==> src/rtl/irq_arb_pkg.sv <==
// Shared constants and types for the interrupt arbiter.
// Assumes vectors fit in VEC_W bits for the configured source count.
package irq_arb_pkg;
    localparam int VEC_W         = 6;
    localparam int VEC_NMI       = 7;
    localparam int VEC_ABRK      = 8;
    localparam int VEC_SRC_BASE  = 16;

    // Which class of request won this cycle's selection.
    typedef enum logic [1:0] {
        WIN_NONE = 2'd0,
        WIN_NMI  = 2'd1,
        WIN_ABRK = 2'd2,
        WIN_SRC  = 2'd3
    } win_kind_e;
endpackage

==> src/rtl/irq_cfg_regs.sv <==
// Per-source enable and priority-level registers.
// Loads both vectors on a write strobe; both clear on reset.
module irq_cfg_regs #(
    parameter int N_SRC = 16
) (
    input  logic             clk,
    input  logic             rst_n,
    input  logic             wr,
    input  logic [N_SRC-1:0] en_d,
    input  logic [N_SRC-1:0] lvl_d,
    output logic [N_SRC-1:0] en_q,
    output logic [N_SRC-1:0] lvl_q
);
    // Hold the configuration, replacing it on a write.
    always_ff @(posedge clk) begin
        if (!rst_n) begin
            en_q  <= '0;
            lvl_q <= '0;
        end else if (wr) begin
            en_q  <= en_d;
            lvl_q <= lvl_d;
        end
    end
endmodule

==> src/rtl/irq_edge_latch.sv <==
// Rising-edge detector with a sticky pending flag.
// A new edge at the same clock as a clear keeps the flag set.
module irq_edge_latch (
    input  logic clk,
    input  logic rst_n,
    input  logic lvl_in,
    input  logic clear,
    output logic pend
);
    logic lvl_q;
    logic rise;

    // Flag a low-to-high transition of the input.
    always_comb rise = lvl_in && !lvl_q;

    // Track the previous input and hold the pending flag.
    always_ff @(posedge clk) begin
        if (!rst_n) begin
            lvl_q <= 1'b0;
            pend  <= 1'b0;
        end else begin
            lvl_q <= lvl_in;
            pend  <= (pend && !clear) || rise;
        end
    end
endmodule

==> src/rtl/irq_prio_pick.sv <==
// Fixed-order priority encoder: the lowest set index wins.
// Purely combinational; idx is zero when nothing is set.
module irq_prio_pick #(
    parameter int N     = 16,
    parameter int IDX_W = (N > 1) ? $clog2(N) : 1
) (
    input  logic [N-1:0]     req,
    output logic             found,
    output logic [IDX_W-1:0] idx
);
    // Scan from the top so the lowest set index is the last written.
    always_comb begin
        found = 1'b0;
        idx   = '0;
        for (int i = N - 1; i >= 0; i--) begin
            if (req[i]) begin
                found = 1'b1;
                idx   = IDX_W'(i);
            end
        end
    end
endmodule

==> src/rtl/irq_arbiter.sv <==
// Two-level maskable interrupt arbiter.
// Picks NMI, then address break, then the best peripheral request
// (level 1 before level 0, lowest index within a level), and hands
// it over at an instruction boundary while setting the global mask.
// Assumes the flag inputs are synchronous to clk.
module irq_arbiter #(
    parameter int N_SRC = 16
) (
    input  logic                             clk,
    input  logic                             rst_n,
    input  logic [N_SRC-1:0]                 src_flag,
    input  logic                             cfg_wr,
    input  logic [N_SRC-1:0]                 cfg_en,
    input  logic [N_SRC-1:0]                 cfg_lvl,
    input  logic                             nmi_in,
    input  logic                             abrk_in,
    input  logic                             insn_done,
    input  logic                             mask_clr,
    output logic                             take_pulse,
    output logic [irq_arb_pkg::VEC_W-1:0]    take_vec,
    output logic                             mask_bit
);
    import irq_arb_pkg::*;

    localparam int IDX_W  = (N_SRC > 1) ? $clog2(N_SRC) : 1;
    localparam int N_LVL  = 2;

    logic [N_SRC-1:0] en_q;
    logic [N_SRC-1:0] lvl_q;
    logic             nmi_pend;
    logic             accept;
    logic             take_nmi;
    win_kind_e        win_kind;
    logic [VEC_W-1:0] win_vec;

    logic [N_SRC-1:0] lvl_req   [N_LVL];
    logic             lvl_found [N_LVL];
    logic [IDX_W-1:0] lvl_idx   [N_LVL];
    logic [N_SRC-1:0] live_req;

    irq_cfg_regs #(.N_SRC(N_SRC)) u_cfg (
        .clk   (clk),
        .rst_n (rst_n),
        .wr    (cfg_wr),
        .en_d  (cfg_en),
        .lvl_d (cfg_lvl),
        .en_q  (en_q),
        .lvl_q (lvl_q)
    );

    irq_edge_latch u_nmi (
        .clk    (clk),
        .rst_n  (rst_n),
        .lvl_in (nmi_in),
        .clear  (take_nmi),
        .pend   (nmi_pend)
    );

    // Enabled peripheral requests that the mask lets through.
    always_comb live_req = src_flag & en_q & {N_SRC{!mask_bit}};

    // One priority encoder per control level.
    for (genvar g = 0; g < N_LVL; g++) begin : g_lvl
        always_comb lvl_req[g] = live_req & ((g == 1) ? lvl_q : ~lvl_q);

        irq_prio_pick #(.N(N_SRC), .IDX_W(IDX_W)) u_pick (
            .req   (lvl_req[g]),
            .found (lvl_found[g]),
            .idx   (lvl_idx[g])
        );
    end

    // Fixed order between classes, then the level stage, then the index.
    always_comb begin
        win_kind = WIN_NONE;
        win_vec  = '0;
        if (nmi_pend) begin
            win_kind = WIN_NMI;
            win_vec  = VEC_W'(VEC_NMI);
        end else if (abrk_in) begin
            win_kind = WIN_ABRK;
            win_vec  = VEC_W'(VEC_ABRK);
        end else if (lvl_found[1]) begin
            win_kind = WIN_SRC;
            win_vec  = VEC_W'(VEC_SRC_BASE) + VEC_W'(lvl_idx[1]);
        end else if (lvl_found[0]) begin
            win_kind = WIN_SRC;
            win_vec  = VEC_W'(VEC_SRC_BASE) + VEC_W'(lvl_idx[0]);
        end
    end

    // Acceptance happens only at an instruction boundary with a winner.
    always_comb begin
        accept   = insn_done && (win_kind != WIN_NONE);
        take_nmi = accept && (win_kind == WIN_NMI);
    end

    // Register the hand-over and hold the vector between pulses.
    always_ff @(posedge clk) begin
        if (!rst_n) begin
            take_pulse <= 1'b0;
            take_vec   <= '0;
        end else begin
            take_pulse <= accept;
            if (accept) take_vec <= win_vec;
        end
    end

    // Global mask: set on acceptance, which wins over a clear.
    always_ff @(posedge clk) begin
        if (!rst_n)        mask_bit <= 1'b1;
        else if (accept)   mask_bit <= 1'b1;
        else if (mask_clr) mask_bit <= 1'b0;
    end
endmodule

==> config.mk <==
export PLATFORM = sky130hd
export DESIGN_NAME = irq_arbiter
export DESIGN_NICKNAME = d
export VERILOG_FILES = /design/src/rtl/irq_arb_pkg.sv /design/src/rtl/irq_cfg_regs.sv /design/src/rtl/irq_edge_latch.sv /design/src/rtl/irq_prio_pick.sv /design/src/rtl/irq_arbiter.sv
export SDC_FILE = /design/constraint.sdc
export NUM_CORES = 1
export LEC_CHECK = 0
export ABC_AREA = 0
export ABC_CLOCK_PERIOD_IN_PS = 3700
export BUFFER_PORTS_ARGS = -buffer_cell sky130_fd_sc_hd__buf_4
export CAP_MARGIN = 20
export CELL_PAD_IN_SITES_DETAIL_PLACEMENT = 0
export CELL_PAD_IN_SITES_GLOBAL_PLACEMENT = 1
export CORE_AREA = 2 2 83 85
export DETAILED_ROUTE_END_ITERATION = 10
export DIE_AREA = 0 0 85 87
export PLACE_DENSITY = 0.83
export REMOVE_ABC_BUFFERS = 1
export SYNTH_ARGS = -nofsm -noshare
export SYNTH_HDL_FRONTEND = slang
export SYNTH_SLANG_ARGS = --single-unit
==> constraint.sdc <==
create_clock -name clk -period 3.7 [get_ports clk]
set_input_delay 0.74 -clock clk [delete_from_list [all_inputs] [get_ports clk]]
set_output_delay 0.74 -clock clk [all_outputs]
set_load 0.005 [all_outputs]
=== Word level (Yosys, flattened, before mapping) ===
Cells that the tools add are included.
Widths: inputs -> output; s select.

* Bits in registers: 42
* Latch bits: 0
* Memory bits (writable): 0
* Memory bits (read-only): 0
* Logic and storage cells: 98
* Memories: 0

* Add/sub/neg operators: 2
* $mul: 0
* Divide/modulo/power cells: 0
* Order comparisons: 0
* Equality and inequality tests: 1
* Shift-type cells: 0
* Multiplexer cells: 72
* Bitwise gates (word level): 6
* Reductions and logical operators: 10

{| class="wikitable"
|+ Operators by type and width
! kind !! number
|-
| $mux 4 || 32
|-
| $and 16x16->16 || 4
|-
| $mux 1 || 32
|-
| $mux 6 || 4
|-
| $not 16->16 || 1
|-
| $add 5x4->6 const A || 2
|-
| $mux 2 || 4
|-
| $logic_and 1x1->1 || 4
|-
| $logic_not 1->1 || 3
|-
| $eq 2x1->1 const B || 1
|-
| $reduce_bool 2->1 || 1
|-
| $reduce_or 2->1 || 1
|-
| $logic_or 1x1->1 || 1
|-
| $not 1->1 || 1
|}

=== Depth between registers and ports, before layout ===
Gate-level depths: netlist of run 1.

* Word-level depth: 29
* Depth in mapped cells: 8
* Mapped depth without buffers: 6

=== Modules after synthesis ===
From an unflattened synthesis of run 1, not the netlist that was laid out.

* Cells, all modules: 271
* Area total of the unflattened synthesis: 2,341.0 µm²

{| class="wikitable"
|+ Modules (own cells, without submodules)
! module !! times used !! cells each !! area an instance (µm²) !! sequential area each (µm²)
|-
| irq_cfg_regs || 1 || 103 || 1,243.7 || 640.6
|-
| irq_arbiter || 1 || 96 || 661.9 || 140.1
|-
| irq_prio_pick || 2 || 33 || 178.9 || 0.0
|-
| irq_edge_latch || 1 || 6 || 77.6 || 40.0
|}

=== Worst setup path after synthesis of run 1 ===
No wires, ideal clock.

* Path kind: input to register
* From: in src_flag[0]
* To: reg take_vec[1] in the netlist's numbering
* Arrival: 2,731 ps
* Required time: 3,580 ps
* Path slack: 849 ps
* Stages on the path: 6
* Path buffers: 0
* Path through: and4b_1 > or4_4 > or4_4 > o41ai_4 > a21oi_1 > o31a_1

* Longest elaborated chain between the ends: 10
* Elaborated cells on any way between the ends: 20
* Those cells by class: 2 x add/sub; 12 x mux; 4 x bitwise; 2 x reduce/logical

{| class="wikitable"
|+ RTL lines
! item !! line !! source
|-
| start, declared || irq_arbiter.sv:11 || <nowiki>input logic [N_SRC-1:0] src_flag,</nowiki>
|-
| $and 16x16->16 (*) (2 in series) || irq_arbiter.sv:60 || <nowiki>always_comb live_req = src_flag & en_q & {N_SRC{!mask_bit}};</nowiki>
|-
| parallel branches: the longest is 8 deep, another holds $add 5x4->6 || n/a ||
|-
| end signal, assigned || irq_arbiter.sv:105 || <nowiki>if (accept) take_vec <= win_vec;</nowiki>
|-
| end, declared || irq_arbiter.sv:20 || <nowiki>output logic [irq_arb_pkg::VEC_W-1:0] take_vec,</nowiki>
|}

Mark *: on every way between the ends.
A chain may end at the register's enable or synchronous reset.

=== Worst setup path in the final report of run 1 ===
* From: reg mask_bit
* To: reg take_vec[1] in the netlist's numbering

* Longest elaborated chain between the ends: 25
* Elaborated cells on any way between the ends: 80
* Those cells by class: 2 x add/sub; 72 x mux; 3 x bitwise; 3 x reduce/logical

{| class="wikitable"
|+ RTL lines
! item !! line !! source
|-
| start, declared || irq_arbiter.sv:21 || <nowiki>output logic mask_bit</nowiki>
|-
| start signal, assigned || irq_arbiter.sv:111 || <nowiki>if (!rst_n) mask_bit <= 1'b1;</nowiki>
|-
| start signal, assigned || irq_arbiter.sv:112 || <nowiki>else if (accept) mask_bit <= 1'b1;</nowiki>
|-
| start signal, assigned || irq_arbiter.sv:113 || <nowiki>else if (mask_clr) mask_bit <= 1'b0;</nowiki>
|-
| $logic_not 1->1 (*) || irq_arbiter.sv:60 ||
|-
| $and 16x16->16 (*) || irq_arbiter.sv:60 ||
|-
| parallel branches: the longest is 23 deep, another holds $and 16x16->16 || n/a ||
|}

Marked as above.

==> results of run 1 <==
-- final cells by class --
| cell class | count | area (µm²) |
|---|---|---|
| Multi-Input combinational cell | 184 | 1320 |
| Clock buffer | 7 | 86.3 |
| Sequential cell | 41 | 821 |
| Inverter | 9 | 33.8 |
| Timing Repair Buffer | 62 | 465 |
| Fill cell | 662 | 3740 |
| Tap cell | 80 | 100 |
-- state kept, by name, indices dropped and copies added (netlist names) --
register / count
take_pulse: 1
u_cfg.lvl_q: 16
u_nmi.lvl_q: 1
mask_bit: 1
take_vec: 5
u_nmi.pend: 1
u_cfg.en_q: 16
-- stage by stage --
step | total power, µW | instances | utilization (%)
floorplan | 580 | 234 | -
global placement | 666 | 376 | 41.7
detailed placement | 669 | 376 | 41.7
CTS | 963 | 383 | 43.0
global route | 1010 | 383 | 43.0
finish | 956 | 383 | 43.0
-- cells in the final DEF, fill, tap and decap left out, drive strengths merged, types with 3 or more instances in the layout --
| cell type | netlist | layout |
|---|---|---|
| nor2 | 44 | 44 |
| nand4b | 13 | 13 |
| clkbuf | 4 | 7 |
| buf | 9 | 62 |
| nor4bb | 16 | 16 |
| a21oi | 8 | 8 |
| nand4 | 4 | 4 |
| nand2b | 3 | 3 |
| dfxtp | 41 | 41 |
| inv | 9 | 9 |
| mux2i | 32 | 32 |
| and4b | 7 | 7 |
| o21ai | 7 | 7 |
| nand2 | 10 | 10 |
| a2111oi | 3 | 3 |
| nor4 | 5 | 5 |
-- layer usage --
layer / GRT usage (%) / part of all wire, % / up-vias
met4: 5.34 / 1.6 / 0
met2: 25.6 / 46 / 43
met3: 4.08 / 5.0 / 11
met1: 19.7 / 47 / 919
li1: - / - / 1037
met5: 0 / 0 / -
-- final timing paths --
kind         slack [ns]                       end                startpoint  cells after the start
min reg2reg        0.45  take_vec[4]$_SDFFE_PN0P_  take_vec[4]$_SDFFE_PN0P_                      2
max                0.65  take_vec[1]$_SDFFE_PN0P_     mask_bit$_SDFFE_PP1P_                      6
max reg2reg        0.65  take_vec[1]$_SDFFE_PN0P_     mask_bit$_SDFFE_PP1P_                      6
min                0.45  take_vec[4]$_SDFFE_PN0P_  take_vec[4]$_SDFFE_PN0P_                      2
-- report_power, final --
group          internal [µW]  switching, µW  leakage (µW)
Sequential               470           25.1      0.000339
Clock                    148            149     0.0000443
Combinational           94.6           69.0      0.000890
-- kinds of logic after synthesis --
| kind of cell | Yosys count | synth area share [%] |
|---|---|---|
| other | 1 | 0.168 |
| muxes | 32 | 14.3 |
| DFF | 41 | 36.7 |
| buffers and inverters | 22 | 4.25 |
| and+or+nand+nor | 116 | 32.6 |
| AOI/OAI and AO/OA | 35 | 11.9 |
-- cells in the mapped netlist, types with 3 or more instances --
library cell	number	area share, %
nor2_1	44	7.4
o21ai_0	7	1.6
nor4_1	5	1.4
clkbuf_1	4	0.67
mux2i_1	32	14
a2111oi_0	3	1.2
nand2_1	10	1.7
nand4b_1	13	5.1
nand2b_1	3	0.84
buf_1	6	1.0
nor4bb_1	16	7.2
nand4_1	4	1.1
dfxtp_1	41	37
inv_1	8	1.3
a21oi_1	8	1.8
and4b_1	6	2.7
-- tightest hold or removal path: stages (launching register included) --
cell	delay [ns]
dfxtp_1	0.31
inv_1	0.05
a21oi_1	0.05
==> metrics.md, run 1 <==
| Metric | Value |
|---|---|
| Post-DP HPWL | `approximately 4200 µm` |
| Post-DR wirelength/cell | `approximately 14 µm` |
| Max clock buf depth | `2` |
| First-pass detailed-route iteration total | `4` |
| Post-DRT Antenna Nets | `0` |
| Placed Area | `about 2700 µm²` |
| RSZ-0062 raised after global routing | `false` |
| Die W | `85 µm` |
| Height of the chip | `87 µm` |
| Pre-CTS setup slack | `around 0.56 ns` |
| CTS root buf | `clkbuf_8` |
| Final hold vios | `0` |
| Starting Density | `34.0%` |
| CP startpoint kind | `flip-flop` |
| Nets | `358` |
| Ys flop type | `dfxtp_1` |
| First-pass GRT wire length | `a little over 9000 µm` |
| Synth Register Bits | `between 40 and 50` |
| Number of synthesized flops with an enable pin | `0` |
| Clock transition at path regs | `roughly 0.070 ns` |
| Post-Synthesis Cells | `247` |
| Outcome | `finished clean` |
| Top cell by count, worst path | `or4_4` |
| Remaining routing DRC violations | `0` |
| Yosys cell types | `46` |
| Worst-skew pair later-pin latency | `0.29 ns` |
| Post-CTS Resized | `0` |
| Vias in the first global route | `between 1500 and 2000` |
| I/O pins | `63` |
| CTS tree | `done` |
| Fin. max-slew vios | `0` |
| Synthesis-to-layout area growth | `26.4%` |
| GRT Residual Overflow | `0` |
| Worst vdd ir | `~0.00014 V` |
| Diode count | `0` |
| Ys async rst share | `0%` |
| Post-CTS setup buffer count | `0` |
| Critical Path End Type | `flip-flop` |
| Port Buffers | `61` |
| CP max FO | `20` |
| Std-Cell Rows | `30` |
| Max-Cap Viols | `0` |
| Worst endpoint required time | `just under 4 ns` |
| Slew @ Worst Pin | `around 0.73 ns` |
| Hold-fix buffers at CTS | `0` |
| Vias | `2010` |
| Final setup viols | `0` |
| Core area | `about 6600 µm²` |
| Initial antenna violation count | `0` |
| Worst Path Arrival | `roughly 3.2 ns` |
| Fraction of layout cells with a size suffix above 1 | `about a quarter` |
| Mean Syn Cell Area | `between 9 and 10 µm²` |
| Slowest stage cell, crit path | `dfxtp_1` |
| Total GRT Usage | `between 10% and 20%` |
| Final Cell Area | `roughly 2800 µm²` |
| Slowest cell delay on critical path | `0.70 ns` |
| Family with the most delay on the worst path | `simple AND/OR/NAND/NOR gates` |
| H-tree depth | `2` |
| Avg Vias per Cell | `between 5 and 6` |
| Pleak | `~0.0013 µW` |
| Syn. warnings | `0` |
| Worst min-delay path category | `reg -> reg` |
| Setup TNS | `0 ns` |
| Register area share after synthesis | `36.7%` |
| Pin count of the biggest net entering global routing | `38` |
| Area of the die | `around 7400 µm²` |
| Pwr Density | `around 340 nW/µm²` |
| Buf/Inv on CP | `0` |
| Critical path class | `reg -> reg` |
| Clock period minus final worst setup slack | `roughly 3.0 ns` |
| Worst hold slack | `0.448 ns` |
| Drt total wl | `~5500 µm` |
| Skew final | `0.00375 ns` |
| Final Cycle Share | `82.4%` |
| Setup WS post-layout | `0.651 ns` |
| Synthesized area | `2240 µm²` |
| TritonCTS Buffers | `5` |
| Relative slew slack | `between 50 and 60%` |
| Final GP Congestion | `between 0.8 and 0.9` |
| DRT iter0 DRCs | `~100` |
| Crit-path cells | `and4b_1, or4_4, or4_4, o41ai_4, a21oi_1, o31a_1` |
| Peak Freq | `0.328 GHz` |
| TritonCTS Sinks | `41` |
No activity file was read; power rests on OpenSTA's default activity.
==> run 2, diff against run 1 <==
--- a/config.mk
+++ b/config.mk
@@ -5,16 +5,16 @@
 export SDC_FILE = /design/constraint.sdc
 export NUM_CORES = 1
 export LEC_CHECK = 0
-export ABC_AREA = 0
-export ABC_CLOCK_PERIOD_IN_PS = 3700
+export ABC_AREA = 1
+export ABC_CLOCK_PERIOD_IN_PS = 2920
 export BUFFER_PORTS_ARGS = -buffer_cell sky130_fd_sc_hd__buf_4
 export CAP_MARGIN = 20
 export CELL_PAD_IN_SITES_DETAIL_PLACEMENT = 0
 export CELL_PAD_IN_SITES_GLOBAL_PLACEMENT = 1
-export CORE_AREA = 2 2 83 85
+export CORE_AREA = 2 2 80 82
 export DETAILED_ROUTE_END_ITERATION = 10
-export DIE_AREA = 0 0 85 87
-export PLACE_DENSITY = 0.83
+export DIE_AREA = 0 0 82 84
+export PLACE_DENSITY = 0.88
 export REMOVE_ABC_BUFFERS = 1
 export SYNTH_ARGS = -nofsm -noshare
 export SYNTH_HDL_FRONTEND = slang
==> constraint.sdc (replaced) <==
create_clock -name clk -period 2.92 [get_ports clk]
set_input_delay 0.584 -clock clk [delete_from_list [all_inputs] [get_ports clk]]
set_output_delay 0.584 -clock clk [all_outputs]
set_load 0.005 [all_outputs]
==> run 2 against run 1 <==
  * Setup slack gained 0.14 ns
  * Non-clock buffer count is the same
  * Via count grew 4.2%
  * Synthesized area shrank 8.7%
  * Clock skew is essentially flat
  * Cell count grew 14%
  * Global-route usage grew 0.27 points
  * Clock-buffer cell count is the same
  * Worst hold slack lost 0.0064 ns
  * Final area shrank 6.6%
==> metrics.md, run 2 <==
| Metric | Value |
|---|---|
| Reg2reg start | `mask_bit$_SDFFE_PP1P_` |
| Outcome | `finished clean` |
| Synthesis-to-layout area growth | `29.4%` |
| Fraction of layout cells with a size suffix above 1 | `21.7% (-3.1 points)` |
| CP max FO | `27 (+35%)` |
| Top cell by count, worst path | `nand2_1` |
| Diode count | `0 (unchanged)` |
| Area share of the largest cell type after synthesis | `40.2% (+3.5 points)` |
| Top post-synthesis cells by area | `dfxtp_1, nand2_1, o21ai_0` |
| Most common cell after layout, fill and taps aside | `nand2_1` |
| Worst vdd ir | `0.000173 V (+20%)` |
| First-pass detailed-route iteration total | `4 (unchanged)` |
| Worst endpoint required time | `3.16 ns (-0.73 ns)` |
| Post-DR wirelength/cell | `11.6 µm (-20%)` |
| Count of non-filler cells in the finished layout | `437 (+14%)` |
| Commonest cells post-synth | `nand2_1, nor2_1, dfxtp_1, o21ai_0, nand4_1` |
| Cell with the most instances after synthesis | `nand2_1` |
| Hold Crit Start | `u_nmi.lvl_q$_SDFF_PN0_` |
| Remaining routing DRC violations | `0 (unchanged)` |
| Area of the die | `6890 µm² (-6.9%)` |
| TritonCTS Buffers | `5 (unchanged)` |
| Post-CTS setup buffer count | `0 (unchanged)` |
| Post-synth top area cell | `dfxtp_1` |
| Final Cycle Share | `72.8% (-9.5 points)` |
| Most frequent cells in the layout | `nand2_1, buf_4, nor2_1` |
| Max-Cap Viols | `0 (unchanged)` |
| Slowest stage cell, crit path | `dfxtp_1` |
| Port Buffers | `61 (unchanged)` |
| Placed cell count | `429 (+14%)` |
| Std-Cell Rows | `29 (-3.3%)` |
| Hold-fix buffers at CTS | `0 (unchanged)` |
| Yosys cell types | `26 (-43%)` |
| Nets | `414 (+16%)` |
| Drt total wl | `5060 µm (-8.5%)` |
| CP startpoint kind | `flip-flop` |
| Number of synthesized flops with an enable pin | `0 (unchanged)` |
| Worst-skew pair later-pin latency | `0.29 ns (about the same)` |
| GRT Residual Overflow | `0 (unchanged)` |
| Clock period minus final worst setup slack | `2.13 ns (-0.921 ns)` |
| Crit-path cells | `inv_2, nand4_1, nand2_1, nand2_1, nand2_1, nand2_1, nand2_1, nand2_1, nand2_1, nand2_1, nand2_1, nand2_1, nand2_1, nand2_1, nand2_1, nand2_1, nand2_1, nand3_1, nand2_1, nand2_1, nand2_1` |
| Final setup viols | `0 (unchanged)` |
| Total GRT Usage | `15.8% (+0.27 points)` |
| DRT iter0 DRCs | `82 (-16%)` |
| Initial antenna violation count | `0 (unchanged)` |
| RSZ-0062 raised after global routing | `false` |
| Fin. max-slew vios | `0 (unchanged)` |
| Syn. warnings | `0 (unchanged)` |
| Sw Pwr | `318 µW (+31%)` |
| Avg Vias per Cell | `4.79 (-8.7%)` |
| Ys flop type | `dfxtp_1` |
| Worst Path Arrival | `2.36 ns (-0.88 ns)` |
| Peak Freq | `0.470 GHz (+43%)` |
| Crit. Startpoint | `mask_bit$_SDFFE_PP1P_` |
| Register area share after synthesis | `40.2% (+3.5 points)` |
| P_int | `910 µW (+28%)` |
| Final hold vios | `0 (unchanged)` |
| Pin count of the biggest net entering global routing | `36 (-5.3%)` |
| Worst min-delay path category | `reg -> reg` |
| Die W | `82 µm (-3.5%)` |
| Mean Syn Cell Area | `6.76 µm² (-25%)` |
| I/O pins | `63 (unchanged)` |
| Critical path class | `reg -> reg` |
| Final GP Congestion | `0.807 (-0.27%)` |
| First-pass GRT wire length | `8670 µm (-5.8%)` |
| Post-DP HPWL | `3860 µm (-8.5%)` |
| Post-Synthesis Cells | `302 (+22%)` |
| CTS tree | `done` |
| Sw Ratio | `25.9% (+0.43 points)` |
| Vias | `2094 (+4.2%)` |
| Largest regs | `u_cfg.en_q x16, u_cfg.lvl_q x16, take_vec x5` |
| Clock transition at path regs | `0.07 ns (about the same)` |
| Pwr Density | `465 nW/µm² (+38%)` |
| CTS root buf | `clkbuf_8` |
| Setup TNS | `0 ns (unchanged)` |
| Max clock buf depth | `2 (unchanged)` |
| Slowest cell delay on critical path | `0.38 ns (-0.32 ns)` |
| Seq pwr share | `50.8% (-1.0 points)` |
| Synth Register Bits | `41 (unchanged)` |
| Combinational share of power | `16.9% (-0.2 points)` |
| Vias in the first global route | `2012 (+4.1%)` |
| TritonCTS Sinks | `41 (unchanged)` |
| Height of the chip | `84 µm (-3.4%)` |
| Critical Path End Type | `flip-flop` |
| Starting Density | `33.5% (-0.56 points)` |
| Core area | `6100 µm² (-7.2%)` |
| Synthesized area | `2040 µm² (-8.7%)` |
| Ys async rst share | `0% (unchanged)` |
| Pleak | `0.00128 µW (+0.70%)` |
| Skew final | `0.00369 ns (-0.0000578 ns)` |
| Post-CTS Resized | `0 (unchanged)` |
| H-tree depth | `2 (unchanged)` |
| Post-DRT Antenna Nets | `0 (unchanged)` |
| Clock share of power | `32.4% (+1.3 points)` |
[run 2: changes by cell type after synthesis, sizes merged, moves of 12 or more]
| cell | previous run | this run |
|---|---|---|
| a21oi | 8 | 20 |
| mux2i | 32 | 0 |
| nand2 | 10 | 66 |
| nand4b | 13 | 0 |
| o21ai | 7 | 41 |
| nand4 | 4 | 28 |
| nor4bb | 16 | 0 |
| inv | 9 | 28 |
[run 2: cell type report]
type                    count  area, µm²
fillers                   670       3460
clock buffers               7       96.3
repair buffers             62        465
clock inverters             1       5.00
multi-input cells         220       1050
well taps                  77       96.3
flip-flops and latches     41        821
inverters                  29        109
[run 2: kinds of logic after synthesis]
family | after synthesis | share of synthesized area [%]
AO/OA/AOI/OAI | 67 | 17.8
buffers and inverters | 41 | 8.46
flip-flops | 41 | 40.2
other | 1 | 0.184
AND/OR/NAND/NOR | 152 | 33.3
[run 2: routing by layer]
layer | global-route usage (%) | share of wire, %
met4 | 5.00 | 1.3
met2 | 25.7 | 47
met1 | 20.5 | 47
met5 | 0 | 0
met3 | 3.35 | 4.9
[run 2: worst max-delay path, delay by kind of cell (launching register included)]
kind / cells / cell delay (ns)
AND/OR/NAND/NOR: 20 / 1.35
flip-flops: 1 / 0.38
buffers and inverters: 1 / 0.33
[run 2: power by group through the flow]
stage               logic [µW]  clock network [µW]  registers, µW
global placement           206                   0            635
detailed placement         208                   0            637
global route               237                 432            629
floorplan                  105                   0            631
CTS                        209                 410            624
finish                     207                 398            624
[run 2: worst paths after layout]
check / cells after the start / slack, ns / end
worst min-delay path: 1 / 0.44 / u_nmi.pend$_SDFF_PN0_
worst min register to register: 1 / 0.44 / u_nmi.pend$_SDFF_PN0_
worst max-delay path: 21 / 0.79 / take_vec[0]$_SDFFE_PN0P_
worst max register to register: 21 / 0.79 / take_vec[0]$_SDFFE_PN0P_
[run 2: per-stage QoR]
stage	area (µm²)	util, %	total power (µW)	setup slack, ns	hold slack [ns]
after global placement	2540	41.6	841	0.705	0.427
final	2640	43.3	1230	0.793	0.441
after floorplan	1980	-	736	1.06	0.404
after global routing	2640	43.3	1300	0.383	0.449
after CTS	2640	43.3	1240	0.791	0.443
after detailed placement	2540	41.6	845	0.716	0.434
